### src/rtl/plc_pkg.sv
package plc_pkg;

   // Loader sequence states
   typedef enum logic [1:0] {
      LD_IDLE,
      LD_CHECK,
      LD_HARD,
      LD_SOFT
   } ld_state_e;

   // Cycles that busy is high for a valid finite configuration
   localparam int LOAD_CYCLES = 3;

endpackage

### src/rtl/plc_loader.sv
module plc_loader
   import plc_pkg::*;
#(
   parameter int CNT_W = 32,
   parameter int LIM_W = 64
) (
   input  logic                     clk,
   input  logic                     rst_n,
   input  logic                     cfg_load,
   input  logic [LIM_W-1:0]         cfg_hard,
   input  logic [LIM_W-1:0]         cfg_soft,
   input  logic                     cfg_inf,
   output logic                     accept,
   output logic                     busy,
   output logic                     go,
   output logic                     cfg_err,
   output logic [CNT_W-1:0]         start_val,
   output logic [LIM_W-CNT_W+1:0]   rounds,
   output logic [CNT_W-1:0]         soft_val,
   output logic [LIM_W-CNT_W+1:0]   soft_rnd
);
   localparam int RND_W = LIM_W - CNT_W + 2;
   localparam int SH    = CNT_W - 1;
   localparam logic [LIM_W-1:0] HALF = {{(LIM_W-1){1'b0}}, 1'b1} << SH;
   localparam logic [LIM_W-1:0] ONE  = {{(LIM_W-1){1'b0}}, 1'b1};

   ld_state_e        st_q;
   logic [LIM_W-1:0] hard_q, soft_q;
   logic             inf_q, err_q, bad_c;
   logic [RND_W-1:0] nh_q;
   logic [CNT_W-1:0] hs_q;
   logic [LIM_W-1:0] nh_est, nh_c, nh_w, hs_w, lo_c, d_c, e_c, sv_full;

   assign accept  = cfg_load && (st_q == LD_IDLE);
   assign busy    = (st_q != LD_IDLE);
   assign go      = (st_q == LD_SOFT);
   assign cfg_err = err_q;

   // Limit validation
   always_comb bad_c = !inf_q && ((soft_q == '0) || (hard_q == '0) || (soft_q >= hard_q));

   // Hard split: rounds one below the floor estimate so the counter starts in the upper half
   always_comb begin
      nh_est = hard_q >> SH;
      nh_c   = (nh_est != '0) ? (nh_est - ONE) : '0;
   end

   // Soft placement: round in which the soft point is held, and the value there
   always_comb begin
      nh_w = LIM_W'(nh_q);
      hs_w = LIM_W'(hs_q);
      lo_c = hs_w - HALF;
      d_c  = soft_q - lo_c;
      e_c  = '0;
      if ((nh_q != '0) && (soft_q > lo_c)) begin
         e_c = ((d_c - ONE) >> SH) + ONE;
         if (e_c > nh_w) e_c = nh_w;
      end
      sv_full = hs_w + (e_c << SH) - soft_q;
   end

   always_ff @(posedge clk or negedge rst_n) begin
      if (!rst_n) begin
         st_q   <= LD_IDLE;
         hard_q <= '0;
         soft_q <= '0;
         inf_q  <= 1'b0;
         err_q  <= 1'b0;
         nh_q   <= '0;
         hs_q   <= '0;
      end else begin
         case (st_q)
            LD_IDLE: begin
               if (cfg_load) begin
                  hard_q <= cfg_hard;
                  soft_q <= cfg_soft;
                  inf_q  <= cfg_inf;
                  err_q  <= 1'b0;
                  st_q   <= LD_CHECK;
               end
            end
            LD_CHECK: begin
               if (inf_q || bad_c) begin
                  err_q <= bad_c;
                  st_q  <= LD_IDLE;
               end else begin
                  st_q  <= LD_HARD;
               end
            end
            LD_HARD: begin
               nh_q <= nh_c[RND_W-1:0];
               hs_q <= CNT_W'(hard_q - (nh_c << SH));
               st_q <= LD_SOFT;
            end
            default: st_q <= LD_IDLE;
         endcase
      end
   end

   assign start_val = hs_q;
   assign rounds    = nh_q;
   assign soft_val  = sv_full[CNT_W-1:0];
   assign soft_rnd  = nh_q - e_c[RND_W-1:0];

   // an accepted load makes the block busy on the next cycle
   p_accept_busy_r2: assert property (@(posedge clk) disable iff (!rst_n)
      accept |=> busy);
   // a rejected configuration never reaches the counter
   p_err_no_go_r3: assert property (@(posedge clk) disable iff (!rst_n)
      cfg_err |-> !go);
   // soft compare value lies inside the counter range and is never zero
   p_soft_range_r6: assert property (@(posedge clk) disable iff (!rst_n)
      go |-> ((sv_full != '0) && (sv_full < (HALF << 1))));

endmodule

### src/rtl/plc_counter.sv
module plc_counter #(
   parameter int CNT_W = 32,
   parameter int LIM_W = 64
) (
   input  logic                     clk,
   input  logic                     rst_n,
   input  logic                     halt,
   input  logic                     go,
   input  logic                     busy,
   input  logic                     pkt_valid,
   input  logic [CNT_W-1:0]         start_val,
   input  logic [LIM_W-CNT_W+1:0]   rounds,
   input  logic [CNT_W-1:0]         soft_val,
   input  logic [LIM_W-CNT_W+1:0]   soft_rnd,
   output logic                     soft_hit,
   output logic                     hard_hit,
   output logic                     armed
);
   localparam int RND_W = LIM_W - CNT_W + 2;
   localparam logic [CNT_W-1:0] TOP  = {1'b1, {(CNT_W-1){1'b0}}};
   localparam logic [CNT_W-1:0] FULL = {CNT_W{1'b1}};

   logic [CNT_W-1:0] cnt_q, sv_q, dec, nxt;
   logic [RND_W-1:0] rem_q, sr_q, rem_n;
   logic             armed_q, count_en, rearm;

   always_comb begin
      count_en = armed_q && pkt_valid && !halt && !busy;
      dec      = cnt_q - CNT_W'(1);
      // top bit just cleared with rounds left: set it again in the same step
      rearm    = cnt_q[CNT_W-1] && !dec[CNT_W-1] && (rem_q != '0);
      nxt      = rearm ? (dec | TOP) : dec;
      rem_n    = rearm ? (rem_q - RND_W'(1)) : rem_q;
      hard_hit = count_en && (nxt == '0) && (rem_n == '0);
      soft_hit = count_en && (nxt == sv_q) && (rem_n == sr_q);
   end

   always_ff @(posedge clk or negedge rst_n) begin
      if (!rst_n) begin
         cnt_q   <= '0;
         rem_q   <= '0;
         sv_q    <= '0;
         sr_q    <= '0;
         armed_q <= 1'b0;
      end else if (halt) begin
         armed_q <= 1'b0;
      end else if (go) begin
         cnt_q   <= start_val;
         rem_q   <= rounds;
         sv_q    <= soft_val;
         sr_q    <= soft_rnd;
         armed_q <= 1'b1;
      end else if (count_en) begin
         cnt_q <= nxt;
         rem_q <= rem_n;
         if (hard_hit) armed_q <= 1'b0;
      end
   end

   assign armed = armed_q;

   // a counted packet at the half point with rounds left re-arms to all ones
   p_rearm_r7: assert property (@(posedge clk) disable iff (!rst_n)
      (count_en && (cnt_q == TOP) && (rem_q != '0)) |=> (cnt_q == FULL));
   // the counter does not move while the loader is busy
   p_busy_hold_r2: assert property (@(posedge clk) disable iff (!rst_n)
      (busy && !go) |=> $stable(cnt_q));
   // counting stops after the hard point
   p_stop_after_hard_r5: assert property (@(posedge clk) disable iff (!rst_n)
      hard_hit |=> !armed_q);

endmodule

### src/rtl/plc_events.sv
module plc_events (
   input  logic clk,
   input  logic rst_n,
   input  logic clear,
   input  logic soft_hit,
   input  logic hard_hit,
   output logic soft_pulse,
   output logic soft_seen,
   output logic hard_pulse,
   output logic drop
);
   always_ff @(posedge clk or negedge rst_n) begin
      if (!rst_n) begin
         soft_pulse <= 1'b0;
         soft_seen  <= 1'b0;
         hard_pulse <= 1'b0;
         drop       <= 1'b0;
      end else if (clear) begin
         soft_pulse <= 1'b0;
         soft_seen  <= 1'b0;
         hard_pulse <= 1'b0;
         drop       <= 1'b0;
      end else begin
         soft_pulse <= soft_hit && !soft_seen;
         soft_seen  <= soft_seen || soft_hit;
         hard_pulse <= hard_hit;
         drop       <= drop || hard_hit;
      end
   end

   // drop holds until a load clears it
   p_drop_sticky_r5: assert property (@(posedge clk) disable iff (!rst_n)
      (drop && !clear) |=> drop);
   // hard event is a single-cycle pulse
   p_hard_single_r5: assert property (@(posedge clk) disable iff (!rst_n)
      hard_pulse |=> !hard_pulse);
   // once seen, no further soft pulse until a load
   p_soft_once_r6: assert property (@(posedge clk) disable iff (!rst_n)
      (soft_seen && !clear) |=> !soft_pulse);

endmodule

### src/rtl/plc_limiter.sv
module plc_limiter #(
   parameter int CNT_W = 32,
   parameter int LIM_W = 64
) (
   input  logic             clk,
   input  logic             rst_n,
   input  logic             cfg_load,
   input  logic [LIM_W-1:0] cfg_hard,
   input  logic [LIM_W-1:0] cfg_soft,
   input  logic             cfg_inf,
   input  logic             pkt_valid,
   output logic             busy,
   output logic             cfg_err,
   output logic             soft_pulse,
   output logic             soft_seen,
   output logic             hard_pulse,
   output logic             drop
);
   localparam int RND_W = LIM_W - CNT_W + 2;

   generate
      if (CNT_W < 4 || LIM_W <= CNT_W) begin : g_bad_widths
         $error("plc_limiter: CNT_W must be at least 4 and below LIM_W");
      end
   endgenerate

   logic             accept, go, soft_hit, hard_hit, armed;
   logic [CNT_W-1:0] start_val, soft_val;
   logic [RND_W-1:0] rounds, soft_rnd;

   plc_loader #(.CNT_W(CNT_W), .LIM_W(LIM_W)) u_loader (
      .clk       (clk),
      .rst_n     (rst_n),
      .cfg_load  (cfg_load),
      .cfg_hard  (cfg_hard),
      .cfg_soft  (cfg_soft),
      .cfg_inf   (cfg_inf),
      .accept    (accept),
      .busy      (busy),
      .go        (go),
      .cfg_err   (cfg_err),
      .start_val (start_val),
      .rounds    (rounds),
      .soft_val  (soft_val),
      .soft_rnd  (soft_rnd)
   );

   plc_counter #(.CNT_W(CNT_W), .LIM_W(LIM_W)) u_counter (
      .clk       (clk),
      .rst_n     (rst_n),
      .halt      (accept),
      .go        (go),
      .busy      (busy),
      .pkt_valid (pkt_valid),
      .start_val (start_val),
      .rounds    (rounds),
      .soft_val  (soft_val),
      .soft_rnd  (soft_rnd),
      .soft_hit  (soft_hit),
      .hard_hit  (hard_hit),
      .armed     (armed)
   );

   plc_events u_events (
      .clk        (clk),
      .rst_n      (rst_n),
      .clear      (accept),
      .soft_hit   (soft_hit),
      .hard_hit   (hard_hit),
      .soft_pulse (soft_pulse),
      .soft_seen  (soft_seen),
      .hard_pulse (hard_pulse),
      .drop       (drop)
   );

   // a rejected configuration leaves the counter idle
   p_err_idle_r3: assert property (@(posedge clk) disable iff (!rst_n)
      cfg_err |-> !armed);
   // a load in the cycle of a limit-reaching packet suppresses the event
   p_load_wins_r8: assert property (@(posedge clk) disable iff (!rst_n)
      accept |=> (!hard_pulse && !soft_pulse && !drop));

endmodule

### config.mk
export PLATFORM = sky130hd
export DESIGN_NAME = plc_limiter
export DESIGN_NICKNAME = d
export VERILOG_FILES = /design/src/rtl/plc_pkg.sv /design/src/rtl/plc_loader.sv /design/src/rtl/plc_counter.sv /design/src/rtl/plc_events.sv /design/src/rtl/plc_limiter.sv
export SDC_FILE = /design/constraint.sdc
export NUM_CORES = 1
export LEC_CHECK = 0
export ABC_AREA = 1
export CAP_MARGIN = 20
export CORE_MARGIN = 10
export CORE_UTILIZATION = 45
export CTS_BUF_LIST = sky130_fd_sc_hd__clkbuf_2 sky130_fd_sc_hd__clkbuf_4 sky130_fd_sc_hd__clkbuf_8
export DETAILED_ROUTE_END_ITERATION = 8
export DONT_BUFFER_PORTS = 1
export HOLD_SLACK_MARGIN = 0.05
export PLACE_DENSITY_LB_ADDON = 0.25
export REMOVE_ABC_BUFFERS = 1
export SYNTH_ARGS = -nofsm -noshare
export SYNTH_HDL_FRONTEND = slang
export SYNTH_SLANG_ARGS = --single-unit
### constraint.sdc
create_clock -name clk -period 20.2 [get_ports clk]
set_input_delay 2.02 -clock clk [delete_from_list [all_inputs] [get_ports clk]]
set_output_delay 2.02 -clock clk [all_outputs]
set_load 0.02 [all_outputs]
# Yosys cells after proc, flatten, opt, wreduce, memory -nomap -nowiden
# Cells that the tools add are included.
# totals
ram_bits	0
in_bits	133
register_bits	335
mem_bits_ro	0
output_inout_bits	6
memories	0
latchBits	0
elab_cells	102
# classes
multipliers	0
muxes	23
n_shift	0
div_mod_pow	0
bitwise	1
add_sub_neg	11
n_reduce_logical	41
magnitude_cmp	3
eq_ne	7
# ops
cell	count
$mux W34	6
$logic_not A64 Y1	2
$mux W32	3
$reduce_bool A34 Y1	2
$ge A64 B64 Y1	1
$gt A64 B34 Y1	1
$gt A64 B64 Y1	1
$reduce_bool A64 Y1	1
$sub A32 B32 Y32	2
$sub A64 B1 Y64 const B	1
$sub A64 B64 Y64	1
$add A33 B1 Y34 const B	1
$eq A34 B34 Y1	1
$logic_not A34 Y1	1
$sub A33 B1 Y34 const B	1
$sub A34 B1 Y34 const B	1
$sub A34 B34 Y34	1
$sub A32 B32 Y33 const B	1
$add A32 B32 Y32	1
$eq A32 B32 Y1	1
$logic_not A32 Y1	1
$sub A32 B1 Y32 const B	1
$logic_and A1 B1 Y1	13
$mux W1	10
other kinds (15)	31

# Longest topological paths before layout
# Gate-level depths: netlist (run 1).
# depth
ltp_word	12
mapped_depth	61
ltp_nobuf	61

# Cells and area by module
# A second synthesis (run 1) with hierarchy kept.
# hier_totals
hier_cells	4995
hier_area_um2	31157.4
# by_module_without_submodules
mod	cells_each	instances	seq_area_each_um2	area_each_um2
plc_loader	3458	1	4954.8	21491.9
plc_counter	1524	1	3328.2	9526.6
plc_events	13	1	100.1	138.9

# Worst setup path after synthesis (run 1)
# Ideal clock, no wire load.
# synth_timing
path_kind	flip-flop to flip-flop
from	register u_loader.hs_q[31], in the netlist u_loader.start_val[31]
to	register u_counter.sr_q[22]
synth_period_minus_slack_ns	6.890
path_stages_with_launch	48
slack_ns	13.310
path_buffers	1
t_arrival_ns	6.759
path_cell_list	dfrtp_1 -> ha_1 -> nand2_1 -> inv_1 -> nand2_1 -> nand2_1 -> inv_1 -> nand2_1 -> inv_1 -> nand2_1 -> inv_1 -> nand2_1 -> nand2_1 -> nand2_1 -> inv_1 -> ha_1 -> inv_1 -> nor2_2 -> [... 12 more ...] -> nand4_1 -> nand2_1 -> inv_1 -> nor2_2 -> clkbuf_1 -> a22oi_1 -> fa_1 -> nand3_1 -> nand2_1 -> a21oi_1 -> o21ai_1 -> a21oi_1 -> o21ai_1 -> a21oi_1 -> o21ai_1 -> a21oi_1 -> xor2_1 -> o21ai_1
# synth_via
elab_chain_cells	8
word_cells_on_any_way	10
# synth_lines
item	line	source
start, declared	plc_loader.sv:31	logic [CNT_W-1:0] hs_q;
start signal, assigned	plc_loader.sv:92	hs_q <= CNT_W'(hard_q - (nh_c << SH));
$sub A32 B32 Y33 *	plc_loader.sv:52	lo_c = hs_w - HALF;
$sub A64 B64 Y64	plc_loader.sv:53	d_c = soft_q - lo_c;
$sub A64 B1 Y64	plc_loader.sv:56	e_c = ((d_c - ONE) >> SH) + ONE;
$add A33 B1 Y34	plc_loader.sv:56	
$gt A64 B34 Y1	plc_loader.sv:57	if (e_c > nh_w) e_c = nh_w;
$mux W34	plc_loader.sv:57	
$mux W34 *	plc_loader.sv:55	if ((nh_q != '0) && (soft_q > lo_c)) begin
$sub A34 B34 Y34 *	plc_loader.sv:103	assign soft_rnd = nh_q - e_c[RND_W-1:0];
end signal, assigned	plc_counter.sv:51	sr_q <= soft_rnd;
end, declared	plc_counter.sv:24	logic [RND_W-1:0] rem_q, sr_q, rem_n;
# Mark *: on every way between the ends. The rest lies on a longest branch, timed or not.
# A chain may end at the register's enable or synchronous reset.

# Worst setup path in the final report (run 1)
# layout_timing
from	register u_loader.hs_q[31], in the netlist u_loader.start_val[31]
to	register u_counter.sr_q[29]
# Same word-level chain as after synthesis.

==> results of run 1 <==
-- synthesized netlist by cell type, drive strengths merged (5+ instances only) --
| master | count |
|---|---|
| a21o | 7 |
| a21oi | 167 |
| a22oi | 5 |
| a31oi | 11 |
| and3 | 6 |
| buf | 13 |
| clkbuf | 74 |
| dfrtp | 335 |
| ha | 246 |
| inv | 830 |
| nand2 | 1500 |
| nand3 | 192 |
| nand3b | 16 |
| nand4 | 104 |
| nor2 | 417 |
| nor3 | 73 |
| nor3b | 7 |
| nor4 | 39 |
| o211ai | 10 |
| o21a | 6 |
| o21ai | 282 |
| o21bai | 6 |
| o221ai | 68 |
| o22ai | 47 |
| o31ai | 5 |
| or2 | 40 |
| xnor2 | 43 |
| xor2 | 124 |
-- final timing paths --
path | cells past startpoint | from | slack [ns] | endpoint
max | 47 | u_loader.start_val[31] | 11.47 | u_counter.sr_q[29]
min | 2 | u_counter.sv_q[1] | 0.50 | u_counter.sv_q[1]
max reg2reg | 47 | u_loader.start_val[31] | 11.47 | u_counter.sr_q[29]
min reg2reg | 2 | u_counter.sv_q[1] | 0.50 | u_counter.sv_q[1]
max in group asynchronous | 0 | rst_n | 18.65 | u_counter.rem_q[24]
min in group asynchronous | 0 | rst_n | 1.08 | u_loader.soft_q[32]
-- state kept, by name, summed over array words and instances (netlist names) --
signal and count:
u_loader.hard_q 64, u_loader.rounds 34, u_loader.inf_q 1, u_counter.sr_q 34
u_events.drop 1, u_events.soft_pulse 1, u_counter.sv_q 32, u_counter.cnt_q 32
u_events.hard_pulse 1, u_loader.cfg_err 1, u_loader.st_q 2, u_events.soft_seen 1
u_counter.armed 1, u_loader.soft_q 64, u_counter.rem_q 34, u_loader.start_val 32
-- metal layers --
layer | share of wire | GRT usage | up-vias
met1 | 0.46 | 0.4249 | 14470
met2 | 0.42 | 0.4375 | 1242
met4 | 0.037 | 0.1067 | 2
met5 | 0.00011 | 0 | -
li1 | - | - | 15080
met3 | 0.082 | 0.04639 | 217
-- through the flow --
step / setup slack, ns / util / hold slack, ns
after floorplan: 9.271 / - / 0.4623
after global placement: 11.81 / 0.4664 / 0.4839
after detailed placement: 11.73 / 0.4664 / 0.4861
after CTS: 11.67 / 0.4891 / 0.5012
after global routing: 10.73 / 0.4891 / 0.5280
final: 11.47 / 0.4891 / 0.4997
-- cell families after synthesis --
group / after synthesis / synth area share
adders and majority gates: 249 / 0.1030
buffers and inverters: 921 / 0.1147
DFF: 335 / 0.2750
and+or+nand+nor: 2401 / 0.3366
AOI/OAI and AO/OA: 635 / 0.1220
xor gates and xnor gates: 167 / 0.04873
-- tightest hold or removal path: stages (launching register included) --
cell and delay [ns]:
dfrtp_1 0.35, nand2_1 0.06, nand2_1 0.06
-- final cells by class --
class,instances,area [sq um],share of cell area
multi-input cells,3452,18620,0.5670
flip-flops and latches,335,8383,0.2552
inverters,834,3133,0.09538
clock buffers,100,1289,0.03923
well taps,873,1092,0.03325
clock inverters,20,232.7,0.007085
repair buffers,12,90.09,0.002742
diodes,2,5.005,0.0001524
==> key figures, run 1 <==
Floorplan
  • Die area: 78550 sq um
  • Core outline area: 67160 sq um
  • Die Height: 280.3 um
  • Rows: 95
  • I/O Pins: 139
  • Initial Utilization: 0.4539
  • Die width: 280.3 um

Placed design
  • DP Wirelength: 95.52 mm
  • PortBufs: 0
  • GP Congestion: 1.053
  • Placement-stage cell area: 31320 sq um
  • Dpl cells: 5506

Yosys
  • Synth async-reset ratio: 1.000
  • Syn Area/Cell: 6.474 sq um
  • Top post-synthesis cells by area: dfrtp_1, nand2_1, ha_1
  • Yosys reg bits: 335
  • Post-synth cell types: 66
  • Post-synthesis sequential area ratio: 0.2750
  • Synthesis Warnings: 0
  • Synthesized instance count: 4708
  • Most used DFF post-synth: dfrtp_1
  • Share of the synthesized area in the top cell type: 0.2750
  • Netlist Area Pre-Place: 30480 sq um
  • Post-synth EDFFs: 0
  • Area leader, netlist: dfrtp_1

Clock tree
  • Post-CTS setup buffer count: 0
  • CTS max path bufs: 3
  • CTS buffer count: 70
  • Worst-Skew Late Latency: 0.70 ns
  • Reg clk slew, reported paths: 0.08 ns
  • Resized cells post-CTS: 0
  • CTS tree: built
  • Clk root buf: clkbuf_8
  • Cts hold-fix bufs: 0
  • H-tree depth: 3
  • Sink Count: 335

Run
  • Max-Cap Viols: 0

Worst setup path
  • Critical path endpoint category: register
  • WP data required: 20.70 ns
  • CP peak stage delay: 0.54 ns
  • CP Buf/Inv Count: 7
  • Setup CP Type: reg -> reg
  • Crit path top cell by count: nand2_1
  • Worst path arrival time: 9.24 ns
  • Worst-path fanout max: 35
  • Delay-heaviest family, CP: simple AND/OR/NAND/NOR gates
  • Startpoint Class: register
  • Critical path's slowest cell: nor2_2

Routing
  • Initial drt markers: 3172
  • First-pass DRT Iterations: 6
  • Avg WL per Cell: 20.87 um
  • Final WL: 117.4 mm
  • Vias: 31.02k
  • Final ANT Viol Nets: 0
  • # DRC: 0
  • Drt via density: 5.511

STA
  • Final setup fails: 0
  • Setup TNS: 0 ns
  • Slew Limit Fails: 0
  • Slew headroom: 0.2781
  • RSZ-0062 raised after global routing: false
  • Period utilization: 0.4324
  • Max Clk Rate: 0.1145 GHz
  • Final Skew: 0.05714 ns
  • Least-Margin Pin Slew: 1.083 ns
  • Tmin final: 8.734 ns
  • Final Hold Vio Count: 0

GRT
  • Largest net degree at the start of global routing: 336
  • Initial antenna violation count: 3
  • Total GRT Usage: 0.2949
  • First-pass GRT wire length: 177.2 mm
  • Total grt overflow: 0
  • Vias in the first global route: 28.92k

Hold path
  • Hold Path Class: reg -> reg

Cells and area
  • Layout cells sized above 1: 0.05975
  • Post-Layout Cell Count: 5628
  • Commonest non-fill, non-tap cells in the layout: nand2_1, inv_1, nor2_1, dfrtp_1, o21ai_0
  • Commonest non-fill, non-tap cell in the layout: nand2_1
  • NumNets Final: 5087
  • P&R area growth vs syn: 7.771%
  • Fill count: 7032
  • Final Cell Area: 32850 sq um

Status
  • Run status: completed
Power of run 1 is left out: the tool's default activity adds up to more than one toggle a clock period on the data nets, which glitch-free logic cannot reach.
==> run 2: changes to the inputs <==
- clock period: 20.2 -> 7.3 ns (I/O delays scaled with it)
==> run 2 against run 1 <==
Compared with the run above: the flow now finishes with violations (hold timing); critical path depth increased by 2; global-route usage up 1.2 points; fmax rose by 22%; count of clock-buffer cells in the layout is the same; non-clock buffer count rose by 386; core utilization rose by 5.2 points; via count rose by 4.6%; wire length up 4.3%; clock skew decreased by 0.0023 ns; flip-flop and latch count stayed put; critical endpoint is now u_counter.sr_q[24]; highest routed layer unchanged.
==> key figures, run 2 (same netlist as run 1, synthesis figures left out) <==
Cells and area
  • NumNets Final: 5473
  • Top Registers: u_loader.hard_q x64, u_loader.soft_q x64
  • Commonest non-fill, non-tap cell in the layout: nand2_1
  • Footprint of the multi-input gates: 19070 sq um
  • Layout cells sized above 1: 0.1486
  • Commonest non-fill, non-tap cells in the layout: nand2_1, inv_1, buf_4, nor2_1, dfrtp_1
  • Reg area: 8383 sq um
  • P&R area growth vs syn: 19.20%
  • Fill count: 6869

Status
  • Run status: finished, violations left
  • Violated checks: hold timing

Routing
  • Highest Signal Layer: met5
  • First-pass DRT Iterations: 6
  • Vias: 32.45k
  • Met2 routed WL: 52.18 mm
  • Final ANT Viol Nets: 0
  • Initial drt markers: 3453
  • Drt via density: 5.389
  • Final WL: 122.4 mm
  • Met3 routed WL: 9.779 mm
  • # DRC: 0
  • Met1 WL: 56.15 mm
  • Avg WL per Cell: 20.33 um

STA
  • Final setup fails: 0
  • RSZ-0062 raised after global routing: true
  • Final Hold Vio Count: 306
  • Period utilization: 0.9836
  • Slew headroom: 0.2524
  • Final Skew: 0.05481 ns
  • Setup TNS: 0 ns
  • Tmin final: 7.180 ns
  • WHS: -0.2594 ns
  • Slew Limit Fails: 0
  • Least-Margin Pin Slew: 1.121 ns
  • Max Clk Rate: 0.1393 GHz

Worst setup path
  • Worst reg2reg path depth: 49
  • WP data required: 7.81 ns
  • Crit path to: u_counter.sr_q[24]
  • Crit path top cell by count: nand2_1
  • CP startpoint: u_loader.start_val[31]
  • Worst r2r src: u_loader.start_val[31]
  • FF-to-FF End: u_counter.sr_q[24]
  • Flop-to-flop setup slack: 0.12 ns
  • CP peak stage delay: 0.42 ns
  • Worst path arrival time: 7.69 ns
  • Startpoint Class: register
  • Critical path's slowest cell: ha_2
  • Critical path endpoint category: register
  • Worst-path fanout max: 27
  • Setup CP Type: reg -> reg

GRT
  • Vias in the first global route: 30.39k
  • Total GRT Usage: 0.3070
  • Initial antenna violation count: 3
  • Total grt overflow: 0
  • Largest net degree at the start of global routing: 336
  • First-pass GRT wire length: 184.7 mm

Clock tree
  • H-tree depth: 3
  • CTS max path bufs: 3
  • CTS buffer count: 70
  • Sink Count: 335
  • Clk root buf: clkbuf_8
  • Worst-Skew Late Latency: 0.71 ns
  • CTS tree: built
  • Reg clk slew, reported paths: 0.07 ns

Floorplan
  • Core outline area: 67160 sq um
  • I/O Pins: 139
  • Die Height: 280.3 um
  • Rows: 95
  • Die width: 280.3 um
  • Die area: 78550 sq um
  • Initial Utilization: 0.4539

Hold path
  • Hold Path Class: in -> async

Placed design
  • GP Congestion: 1.015
  • PortBufs: 0
  • DP Wirelength: 100.2 mm

Run
  • Max-Cap Viols: 0
-- run 2: cell count changes in the layout (fill, tap and decap cells not counted), moves of 14 or more --
cell	before	now
a21oi_2	0	14
a21oi_1	167	153
ha_1	246	226
nor2_2	34	52
nor2_1	373	351
buf_4	12	395
nand2_1	1477	1463
-- run 2: cell type report --
class	instances	area share
diodes	1	0.00006887
clock buffers	100	0.03547
clock inverters	29	0.009022
inverters	834	0.08650
multi-input cells	3452	0.5249
flip-flops and latches	335	0.2307
well taps	873	0.03006
repair buffers	398	0.08327
-- run 2: per-stage QoR --
step                setup slack [ns]  instances  hold WS (ns)  utilization  instance area [sq um]
detailed placement           -0.1467       5885        0.4520       0.5093                  34210
CTS                         0.008853       6015       -0.2981       0.5341                  35870
finish                        0.1199       6022       -0.2594       0.5410                  36330
global route                 -0.3309       6022       -0.2557       0.5410                  36330
global placement            -0.04942       5885        0.4516       0.5093                  34210
floorplan                     -2.339       4621        0.4344            -                  30120
-- run 2: how the worst min path moves through the flow --
stage | startpoint | endpoint | slack (ns) | cells past startpoint
6_report | rst_n | u_counter.cnt_q[7] | -0.26 | 0
2_1_floorplan | rst_n | u_counter.armed | 0.43 | 0
5_1_grt | rst_n | u_loader.soft_q[54] | -0.26 | 0
3_3_place_gp | rst_n | u_loader.soft_q[1] | 0.45 | 0
3_5_place_dp | rst_n | u_loader.soft_q[1] | 0.45 | 0
4_1_cts | rst_n | u_counter.cnt_q[4] | -0.30 | 0
-- run 2: timing repair --
action	4_1_cts	5_1_grt
resized for setup	12	97
endpoints found under the setup margin	13	24
endpoints found under the hold margin	335	335
pin swaps	2	15
buffers inserted	1	6
-- run 2: metal layers --
| metal | vias up | track usage |
|---|---|---|
| met5 | - | 0 |
| met4 | 2 | 0.1132 |
| met3 | 213 | 0.04947 |
| met2 | 1230 | 0.4624 |
| met1 | 15150 | 0.4351 |
| li1 | 15860 | - |
-- run 2: worst max-delay path, delay by kind of cell, from the launching register on --
kind | cells | cell delay (ns)
flops | 1 | 0.40
simple gates | 28 | 3.05
compound gates | 8 | 1.05
fa+ha+maj | 4 | 1.23
buf+inv | 8 | 0.98
xor+xnor | 1 | 0.24
Power of run 2 is left out for the same reason.
